**src/rtl/exc_seq_pkg.sv**
```systemverilog
package exc_seq_pkg;
  localparam int PS_EXCM_BIT = 4;
  localparam int PS_UM_BIT   = 5;
  localparam int SEL_W        = 5;
  localparam int SEL_CAUSE    = 0;
  localparam int SEL_VADDR    = 1;
  localparam int SEL_DEPC     = 2;
  localparam int SEL_DBGCAUSE = 3;
  localparam int SEL_EPC_BASE = 8;
  localparam int SEL_EPS_BASE = 16;

  typedef enum logic [2:0] {
    VEC_NONE   = 3'd0,
    VEC_KERNEL = 3'd1,
    VEC_USER   = 3'd2,
    VEC_DOUBLE = 3'd3,
    VEC_DEBUG  = 3'd4
  } vec_e;

  typedef struct packed {
    logic take;
    vec_e vec;
    logic wr_cause;
    logic wr_vaddr;
    logic wr_depc;
    logic wr_epc1;
    logic wr_dbg;
  } upd_t;
endpackage

```
**src/rtl/exc_decide.sv**
```systemverilog
module exc_decide
  import exc_seq_pkg::*;
#(
  parameter int XLEN      = 32,
  parameter int LVL_W     = 4,
  parameter int DBG_LEVEL = 6,
  parameter bit HAS_DEPC  = 1'b1
) (
  input  logic             exc_req_i,
  input  logic             exc_addr_vld_i,
  input  logic             dbg_req_i,
  input  logic [XLEN-1:0]  ps_i,
  input  logic [LVL_W-1:0] cur_intlevel_i,
  output upd_t             upd_o,
  output logic [XLEN-1:0]  ps_new_o
);
  localparam logic [LVL_W-1:0] DBG_LVL = LVL_W'(DBG_LEVEL);

  logic dbg_ok;
  assign dbg_ok = dbg_req_i && (cur_intlevel_i < DBG_LVL);

  always_comb begin
    upd_o    = '0;
    upd_o.vec = VEC_NONE;
    ps_new_o = ps_i;
    if (dbg_ok) begin
      // debug has priority; general request is dropped
      upd_o.take   = 1'b1;
      upd_o.vec    = VEC_DEBUG;
      upd_o.wr_dbg = 1'b1;
      ps_new_o[LVL_W-1:0]   = DBG_LVL;
      ps_new_o[PS_EXCM_BIT] = 1'b1;
    end else if (exc_req_i) begin
      upd_o.take     = 1'b1;
      upd_o.wr_cause = 1'b1;
      upd_o.wr_vaddr = exc_addr_vld_i;
      ps_new_o[PS_EXCM_BIT] = 1'b1;
      if (ps_i[PS_EXCM_BIT]) begin
        upd_o.vec = VEC_DOUBLE;
        if (HAS_DEPC) upd_o.wr_depc = 1'b1;
        else          upd_o.wr_epc1 = 1'b1;
      end else begin
        upd_o.wr_epc1 = 1'b1;
        upd_o.vec     = ps_i[PS_UM_BIT] ? VEC_USER : VEC_KERNEL;
      end
    end
  end
endmodule

```
**src/rtl/exc_sreg_file.sv**
```systemverilog
module exc_sreg_file
  import exc_seq_pkg::*;
#(
  parameter int XLEN      = 32,
  parameter int CAUSE_W   = 6,
  parameter int NLEVELS   = 7,
  parameter int DBG_LEVEL = 6,
  parameter bit HAS_DEPC  = 1'b1
) (
  input  logic               clk_i,
  input  logic               rst_ni,
  input  upd_t               upd_i,
  input  logic [XLEN-1:0]    pc_i,
  input  logic [XLEN-1:0]    ps_i,
  input  logic [XLEN-1:0]    exc_addr_i,
  input  logic [CAUSE_W-1:0] exc_cause_i,
  input  logic [CAUSE_W-1:0] dbg_cause_i,
  input  logic [SEL_W-1:0]   rd_sel_i,
  output logic [XLEN-1:0]    rd_data_o
);
  logic [CAUSE_W-1:0] cause_q, dbg_cause_q;
  logic [XLEN-1:0]    vaddr_q, depc_rd;
  logic [XLEN-1:0]    epc_rd [1:NLEVELS];
  logic [XLEN-1:0]    eps_rd [1:NLEVELS];

  always_ff @(posedge clk_i or negedge rst_ni) begin
    if (!rst_ni) begin
      cause_q     <= '0;
      dbg_cause_q <= '0;
      vaddr_q     <= '0;
    end else begin
      if (upd_i.wr_cause) cause_q     <= exc_cause_i;
      if (upd_i.wr_dbg)   dbg_cause_q <= dbg_cause_i;
      if (upd_i.wr_vaddr) vaddr_q     <= exc_addr_i;
    end
  end

  generate
    if (HAS_DEPC) begin : g_depc
      logic [XLEN-1:0] q;
      always_ff @(posedge clk_i or negedge rst_ni) begin
        if (!rst_ni)            q <= '0;
        else if (upd_i.wr_depc) q <= pc_i;
      end
      assign depc_rd = q;
    end else begin : g_no_depc
      assign depc_rd = '0;
    end

    for (genvar k = 1; k <= NLEVELS; k++) begin : g_lvl
      if (k == 1 || k == DBG_LEVEL) begin : g_epc
        logic [XLEN-1:0] q;
        logic            we;
        assign we = (k == 1 && upd_i.wr_epc1) || (k == DBG_LEVEL && upd_i.wr_dbg);
        always_ff @(posedge clk_i or negedge rst_ni) begin
          if (!rst_ni)  q <= '0;
          else if (we)  q <= pc_i;
        end
        assign epc_rd[k] = q;
      end else begin : g_epc_none
        assign epc_rd[k] = '0;
      end
      if (k == DBG_LEVEL && k >= 2) begin : g_eps
        logic [XLEN-1:0] q;
        always_ff @(posedge clk_i or negedge rst_ni) begin
          if (!rst_ni)           q <= '0;
          else if (upd_i.wr_dbg) q <= ps_i;
        end
        assign eps_rd[k] = q;
      end else begin : g_eps_none
        assign eps_rd[k] = '0;
      end
    end
  endgenerate

  always_comb begin
    rd_data_o = '0;
    case (int'(rd_sel_i))
      SEL_CAUSE:    rd_data_o = XLEN'(cause_q);
      SEL_VADDR:    rd_data_o = vaddr_q;
      SEL_DEPC:     rd_data_o = depc_rd;
      SEL_DBGCAUSE: rd_data_o = XLEN'(dbg_cause_q);
      default: begin
        for (int k = 1; k <= NLEVELS; k++) begin
          if (int'(rd_sel_i) == SEL_EPC_BASE + k) rd_data_o = epc_rd[k];
          if (int'(rd_sel_i) == SEL_EPS_BASE + k) rd_data_o = eps_rd[k];
        end
      end
    endcase
  end
endmodule

```
**src/rtl/exc_entry_seq.sv**
```systemverilog
module exc_entry_seq
  import exc_seq_pkg::*;
#(
  parameter int XLEN      = 32,
  parameter int CAUSE_W   = 6,
  parameter int LVL_W     = 4,
  parameter int NLEVELS   = 7,
  parameter int DBG_LEVEL = 6,
  parameter bit HAS_DEPC  = 1'b1
) (
  input  logic               clk_i,
  input  logic               rst_ni,
  input  logic               exc_req_i,
  input  logic [CAUSE_W-1:0] exc_cause_i,
  input  logic               exc_addr_vld_i,
  input  logic [XLEN-1:0]    exc_addr_i,
  input  logic               dbg_req_i,
  input  logic [CAUSE_W-1:0] dbg_cause_i,
  input  logic [XLEN-1:0]    pc_i,
  input  logic [XLEN-1:0]    ps_i,
  input  logic [LVL_W-1:0]   cur_intlevel_i,
  input  logic [SEL_W-1:0]   rd_sel_i,
  output logic [XLEN-1:0]    rd_data_o,
  output logic               take_o,
  output logic [2:0]         vec_o,
  output logic [XLEN-1:0]    ps_o
);
  localparam logic [LVL_W-1:0] DBG_LVL = LVL_W'(DBG_LEVEL);

  upd_t            upd;
  logic [XLEN-1:0] ps_new;
  logic            take_q;
  vec_e            vec_q;
  logic [XLEN-1:0] ps_q;

  exc_decide #(
    .XLEN(XLEN), .LVL_W(LVL_W), .DBG_LEVEL(DBG_LEVEL), .HAS_DEPC(HAS_DEPC)
  ) u_decide (
    .exc_req_i      (exc_req_i),
    .exc_addr_vld_i (exc_addr_vld_i),
    .dbg_req_i      (dbg_req_i),
    .ps_i           (ps_i),
    .cur_intlevel_i (cur_intlevel_i),
    .upd_o          (upd),
    .ps_new_o       (ps_new)
  );

  exc_sreg_file #(
    .XLEN(XLEN), .CAUSE_W(CAUSE_W), .NLEVELS(NLEVELS),
    .DBG_LEVEL(DBG_LEVEL), .HAS_DEPC(HAS_DEPC)
  ) u_sregs (
    .clk_i       (clk_i),
    .rst_ni      (rst_ni),
    .upd_i       (upd),
    .pc_i        (pc_i),
    .ps_i        (ps_i),
    .exc_addr_i  (exc_addr_i),
    .exc_cause_i (exc_cause_i),
    .dbg_cause_i (dbg_cause_i),
    .rd_sel_i    (rd_sel_i),
    .rd_data_o   (rd_data_o)
  );

  always_ff @(posedge clk_i or negedge rst_ni) begin
    if (!rst_ni) begin
      take_q <= 1'b0;
      vec_q  <= VEC_NONE;
      ps_q   <= '0;
    end else begin
      take_q <= upd.take;
      vec_q  <= upd.vec;
      if (upd.take) ps_q <= ps_new;
    end
  end

  assign take_o = take_q;
  assign vec_o  = vec_q;
  assign ps_o   = ps_q;

  AST_DOUBLE_VEC: assert property (@(posedge clk_i) disable iff (!rst_ni)
    (exc_req_i && !dbg_req_i && ps_i[PS_EXCM_BIT]) |=> (take_o && vec_o == VEC_DOUBLE));
  AST_EXCM_SET: assert property (@(posedge clk_i) disable iff (!rst_ni)
    take_o |-> ps_o[PS_EXCM_BIT]);
  AST_DBG_LEVEL: assert property (@(posedge clk_i) disable iff (!rst_ni)
    (take_o && vec_o == VEC_DEBUG) |-> (ps_o[LVL_W-1:0] == DBG_LVL));
  AST_DBG_BLOCKED: assert property (@(posedge clk_i) disable iff (!rst_ni)
    (dbg_req_i && !exc_req_i && cur_intlevel_i >= DBG_LVL) |=> !take_o);
  AST_DBG_WINS: assert property (@(posedge clk_i) disable iff (!rst_ni)
    (dbg_req_i && exc_req_i && cur_intlevel_i < DBG_LVL) |=> (vec_o == VEC_DEBUG));
  AST_IDLE: assert property (@(posedge clk_i) disable iff (!rst_ni)
    (!exc_req_i && !dbg_req_i) |=> (!take_o && vec_o == VEC_NONE));
endmodule

```
**config.mk**
```make
export PLATFORM = sky130hd
export DESIGN_NAME = exc_entry_seq
export DESIGN_NICKNAME = d
export VERILOG_FILES = /design/src/rtl/exc_seq_pkg.sv /design/src/rtl/exc_decide.sv /design/src/rtl/exc_sreg_file.sv /design/src/rtl/exc_entry_seq.sv
export SDC_FILE = /design/constraint.sdc
export NUM_CORES = 1
export LEC_CHECK = 0
export ABC_AREA = 1
export BUFFER_PORTS_ARGS = -buffer_cell sky130_fd_sc_hd__buf_4
export CORE_MARGIN = 2
export CORE_UTILIZATION = 40
export CTS_BUF_LIST = sky130_fd_sc_hd__clkbuf_2
export CTS_CLUSTER_DIAMETER = 200
export DETAILED_ROUTE_END_ITERATION = 8
export PLACE_DENSITY = 0.57
export SLEW_MARGIN = 10
export SYNTH_ARGS = -nofsm -noshare
export SYNTH_HDL_FRONTEND = slang
export SYNTH_SLANG_ARGS = --single-unit
export TNS_END_PERCENT = 100
```
**constraint.sdc**
```tcl
create_clock -name clk_i -period 1.9 [get_ports clk_i]
set_clock_uncertainty 0.05 [all_clocks]
set_input_delay 0.095 -clock clk_i [delete_from_list [all_inputs] [get_ports clk_i]]
set_output_delay 0.095 -clock clk_i [all_outputs]
set_load 0.05 [all_outputs]
```
Yosys cells after proc, flatten, opt, wreduce, memory -nomap -nowiden

Cells that the tools add are included.

Flip-flop bits (word level): 208
Input bits: 122

Order comparisons: 1
Equal/unequal tests: 17
Multiplexer cells: 26
Reductions and logical operators: 2

Operators with widths:

| kind                                                                         | count |
|---|---|
| 32-bit two-way mux                                                           | 14 |
| 32-bit case mux with 4 select lines                                          | 1 |
| 5-bit equality test, second input constant                                   | 14 |
| 4-bit two-way mux                                                            | 3 |
| 5-bit by 2-bit equality test with 1-bit output, second input constant        | 2 |
| 8-bit two-way mux                                                            | 1 |
| 5-bit by 1-bit equality test with 1-bit output, second input constant        | 1 |
| 5-bit zero test                                                              | 1 |
| 1-bit two-way mux                                                            | 5 |
| 4-bit by 3-bit less-than comparator with 1-bit output, second input constant | 1 |
| 3-bit two-way mux                                                            | 1 |
| 2-bit two-way mux                                                            | 1 |
| 1-bit logical AND                                                            | 1 |

Depth between registers and ports, before layout

Word-level depth: 16
Gate-level depth with buffers: 8

By module

From an unflattened synthesis, not the netlist that was laid out.

Cell total of the unflattened synthesis: 937
Area, all modules: 9589.2 µm²

By module, submodules not included:

| module        | instances | cells each | area an instance (µm²) | seq. area each (µm²) |
|---|---|---|---|---|
| exc_sreg_file | 1         | 737        | 7836.3                 | 4304.1 |
| exc_entry_seq | 1         | 140        | 1392.6                 | 900.9 |
| exc_decide    | 1         | 60         | 360.3                  | 0.0 |

Worst setup path before layout

Ideal clock, no wire load.

Path type: in2out
Start: input rd_sel_i[3]
End: output rd_data_o[10]
Arrival: 1157 ps
Required time: 1755 ps
Slack: 598 ps
Cell stages on the path: 5
Path buffers: 1
Path through: inv_1 -> nor2_1 -> clkbuf_1 -> nand3_1 -> nand4_1

Word-level cells in the longest chain between the ends: 16
Elaborated cells between the ends (all ways): 33
Those cells by class: eq/ne (17); mux (15); reduce/logical (1)

RTL lines:

| element                                 | RTL line            | text |
|---|---|---|
| from (decl)                             | exc_entry_seq.sv:22 | `input logic [SEL_W-1:0] rd_sel_i,` |
| 5-bit equality test                     | exc_sreg_file.sv:85 | `if (int'(rd_sel_i) == SEL_EPC_BASE + k) rd_data_o = epc_rd[k];` |
| 32-bit two-way mux                      | exc_sreg_file.sv:85 |  |
| 32-bit two-way mux                      | exc_sreg_file.sv:86 | `if (int'(rd_sel_i) == SEL_EPS_BASE + k) rd_data_o = eps_rd[k];` |
| 32-bit two-way mux                      | exc_sreg_file.sv:85 |  |
| 32-bit two-way mux                      | exc_sreg_file.sv:86 |  |
| 32-bit two-way mux                      | exc_sreg_file.sv:85 |  |
| 32-bit two-way mux                      | exc_sreg_file.sv:86 |  |
| 32-bit two-way mux                      | exc_sreg_file.sv:85 |  |
| 32-bit two-way mux                      | exc_sreg_file.sv:86 |  |
| 32-bit two-way mux                      | exc_sreg_file.sv:85 |  |
| 32-bit two-way mux                      | exc_sreg_file.sv:86 |  |
| 32-bit two-way mux                      | exc_sreg_file.sv:85 |  |
| 32-bit two-way mux                      | exc_sreg_file.sv:86 |  |
| 32-bit two-way mux                      | exc_sreg_file.sv:85 |  |
| 32-bit two-way mux                      | exc_sreg_file.sv:86 |  |
| 32-bit case mux with 4 select lines (*) | exc_sreg_file.sv:78 | `case (int'(rd_sel_i))` |
| to (decl)                               | exc_entry_seq.sv:23 | `output logic [XLEN-1:0] rd_data_o,` |

Mark *: on every way between the ends. The rest lies on a longest branch, timed or not.

Worst setup path after layout

Start: register u_sregs.g_depc.q[18], in the netlist u_sregs.depc_rd[18]
End: output rd_data_o[18]

Word-level cells in the longest chain between the ends: 1

RTL lines:

| element                             | RTL line            | text |
|---|---|---|
| from (decl)                         | exc_sreg_file.sv:40 | `logic [XLEN-1:0] q;` |
| from (signal assigned)              | exc_sreg_file.sv:43 | `else if (upd_i.wr_depc) q <= pc_i;` |
| 32-bit case mux with 4 select lines | exc_sreg_file.sv:78 |  |

No other way between the ends.

==> impl_results.md <==
* Result of the run: finished with violations
* Failing checks: negative setup slack
* Most frequent cells in the layout: 514 x nand2_1, 245 x dlygate4sd3_1, 208 x dfrtp_1
* Wirelength per Cell at approximately 16 um
* WL met1 at about 13 mm
* Power Total at between 10 and 15 mW
* Number of buffers added by the clock tree synthesis step at between 50 and 60
* Vias at 9,390
* Final core utilization at a little under two thirds
* Drt via density at 4.84
* Chip Height at between 150 and 200 um
* Filler Cells Inserted at between 2,000 and 2,500
* Gate Count Post-Synth at about 1,100
* Sequential area share after synthesis at a little under three fifths
* Die width at between 150 and 200 um
* Start-to-end type of the worst setup path: reg2out
* Leading cell type in the layout, fill and taps excluded: nand2_1
* Maximum resistive drop on vdd at between 0.3 and 0.4 mV
* Overall routing resource usage at 25.5%
* Reg-to-reg setup timing slack at about 0.4 ns
* First-pass GRT wire length at between 40 and 50 mm
* HP Class: in2reg
* Data arrival time at the worst-slack endpoint at between 1.5 and 2 ns
* Syn_nets at approximately 1,300
* Number of pins exceeding their max-slew limit in the final report at 0
* Cell depth of the worst flop-to-flop path at 5
* Crit-path max cell delay at around 0.40 ns
* Source-to-sink clock delay at the later pin of the worst-skew pair at around 0.81 ns
* Routability congestion estimate from global placement at 0.844
* Minimum setup slack after placement at approximately 0.36 ns
* Synth area leader: dfrtp_1
* Fin crit period at between 1.5 and 2 ns
* Met3 layer wire length in the routed design at 1.64 mm
* Post-synth cell types at 21
* Final period util at 102%
* Power Dens Cells at ~800 nW/um^2
* Launching element type of the critical path: flop
* Buffer depth of the longest clock path at 3
* CP Max Fanout at 2
* Clock tree sinks at 208
* Number of top-level design ports at 190
* Source of the worst register-to-register timing path: u_sregs.vaddr_q[0]
* Remaining antenna violation count after routing at 0
* Crit path setup slack, layout at -0.0386 ns
* Drt first pass iters at 7
* Max-cap viol count at 0
* Number of design-rule violations left by the first detailed-router iteration at between 500 and 600
* DR WL met2 at around 15 mm
* Register clock-pin slew on the reported worst setup and hold paths at around 0.1 ns
* Maximum number of pins on one net before global-route repair at 52
* Worst hold margin at approximately 0.036 ns
* Area of the core at approximately 23,000 um^2
* Number of antenna violations at the first check in global routing at 1
* Cell occurring most often along the worst timing path: nand2_1
* Post-Route Setup TNS at -0.103 ns
* Hold Path Cell Cnt at 4
* Number of warnings reported in the yosys synthesis log at 0
* Worst Max-Slew Pin Slew at between 1 and 1.5 ns
* Flip-flop and latch count after synthesis at roughly 210
* Uppermost routed layer: met4
* Area of the die at between 20,000 and 25,000 um^2
* Number of core rows at 55
* Initial core utilization at around two fifths
* Hold Crit Endpoint: u_sregs.g_lvl[6].g_eps.q[10]
* Footprint of the multi-input gates at about 3400 um^2
* DRC violation count after routing at 0
* Wire length reported by the detailed router at about 30 mm
* Max transition margin at between 30% and 40%
* Number of failing setup endpoints in the final timing report at 7
* Avg Synthesized Cell Area at a little over 8 um^2
* Half-perimeter wire length of the detailed placement result at ~18 mm
* Aggregate global routing overflow at 0
* Area growth from synthesis to final layout at 57.8%
* H-tree level count at 2
* Cell with the largest stage delay on the worst path: dfrtp_1
* Setup repair after global routing missed its margin: yes
* Fraction of final layout cells sized beyond drive strength 1 at 21.8%
* NumNets Final at roughly 1,700
* Data required time at the worst endpoint at between 1.5 and 2 ns
* CTS tree: done
* Master cell of the clock root buffer: clkbuf_2
* Start point of the worst hold path: ps_i[10]
* Sequential cell area in the final layout at ~5200 um^2
* Fmax at between 500 and 600 MHz
* Critical path endpoint category: primary output
* RR Endpoint: u_sregs.vaddr_q[0]
* IO Port Bufs at 188
* Static Leak at between 7 and 8 nW
* Area share of the leading cell type in the synthesized netlist at 57.1%
* Synthesized area at 9120 um^2
* List of cells traversed by the critical path: nand2_1 > nand2_1 > nand2_1 > nand4_1 > buf_6
* Biggest area contributors in the synthesized netlist: dfrtp_1 57%, nand2_1 22%, o21ai_0 7.5%
* Final hold viol count at 0
* Vias in the first global route at 9,730
==> area by class of cell <==
type                       count  area share [%]
antenna                        1          0.0174
clock buffer                  88            3.06
clock inverter                 9           0.426
inverter                      78            2.03
multi-input combinational    785            23.8
sequential                   208            36.2
tap                          285            2.48
timing repair buffer         488            32.0
==> registers in the layout, summed over array words and instances, names as in the netlist <==
register and flops:
ps_o 32, take_o 1, u_sregs.cause_q 6, u_sregs.dbg_cause_q 6, u_sregs.depc_rd 32, u_sregs.g_lvl.g_epc.q 64
u_sregs.g_lvl.g_eps.q 32, u_sregs.vaddr_q 32, vec_o 3
==> worst max-delay path: cells and delay by family, from the launching register on <==
family | cells | cell delay (ns)
flip-flops | 1 | 0.40
AND/OR/NAND/NOR | 4 | 0.35
buffers and inverters | 1 | 0.22
==> per-stage QoR <==
step / std cells / instance area, um^2
4_1_cts: 1923 / 14200
2_1_floorplan: 1134 / 9120
5_1_grt: 1942 / 14400
3_5_place_dp: 1573 / 11000
3_3_place_gp: 1573 / 11000
6_report: 1942 / 14400
==> power by group <==
part / internal (mW) / switching, mW / leakage, nW
combinational: 1.24 / 1.36 / 4.51
sequential: 5.04 / 0.374 / 2.56
clock: 1.34 / 1.87 / 0.395
total: 7.62 / 3.60 / 7.46
==> cell usage after synthesis (all sizes together) <==
cell / count
clkinv: 1
inv: 77
nand3: 49
dfrtp: 208
a21oi: 2
nor2: 27
nand4: 38
nor3b: 6
nand2: 524
buf: 37
or2: 1
nand3b: 1
o21ai: 137
clkbuf: 26
==> what timing repair did <==
action,4_1_cts,5_1_grt
hold buffers,248,3
hold endpoints to repair,415,2
endpoints found under the setup margin,31,58
buffers inserted,5,19
pin swaps,31,18
resized for setup,42,10
==> cells by family (layout without fill, tap and decap cells) <==
logic type	after synthesis	count (layout)	synth area share, %
buf+inv	141	663	6.31
simple gates	646	646	29.0
flops	208	208	57.1
other cells	0	1	0
compound gates	139	139	7.63
==> worst max path at each step <==
stage                         from             to
2_1_floorplan          rd_sel_i[3]  rd_data_o[10]
3_3_place_gp           rd_sel_i[4]   rd_data_o[2]
3_5_place_dp           rd_sel_i[4]  rd_data_o[22]
4_1_cts        u_sregs.vaddr_q[22]  rd_data_o[22]
5_1_grt        u_sregs.vaddr_q[22]  rd_data_o[22]
6_report       u_sregs.depc_rd[18]  rd_data_o[18]
==> per-layer routing <==
| metal | track usage, % | up-vias |
|---|---|---|
| li1 | - | 4582 |
| met2 | 45.6 | 272 |
| met4 | 8.33 | 0 |
| met3 | 4.99 | 60 |
| met1 | 30.8 | 4476 |
| met5 | 0 | - |
(Power assumes the default switching activity.)
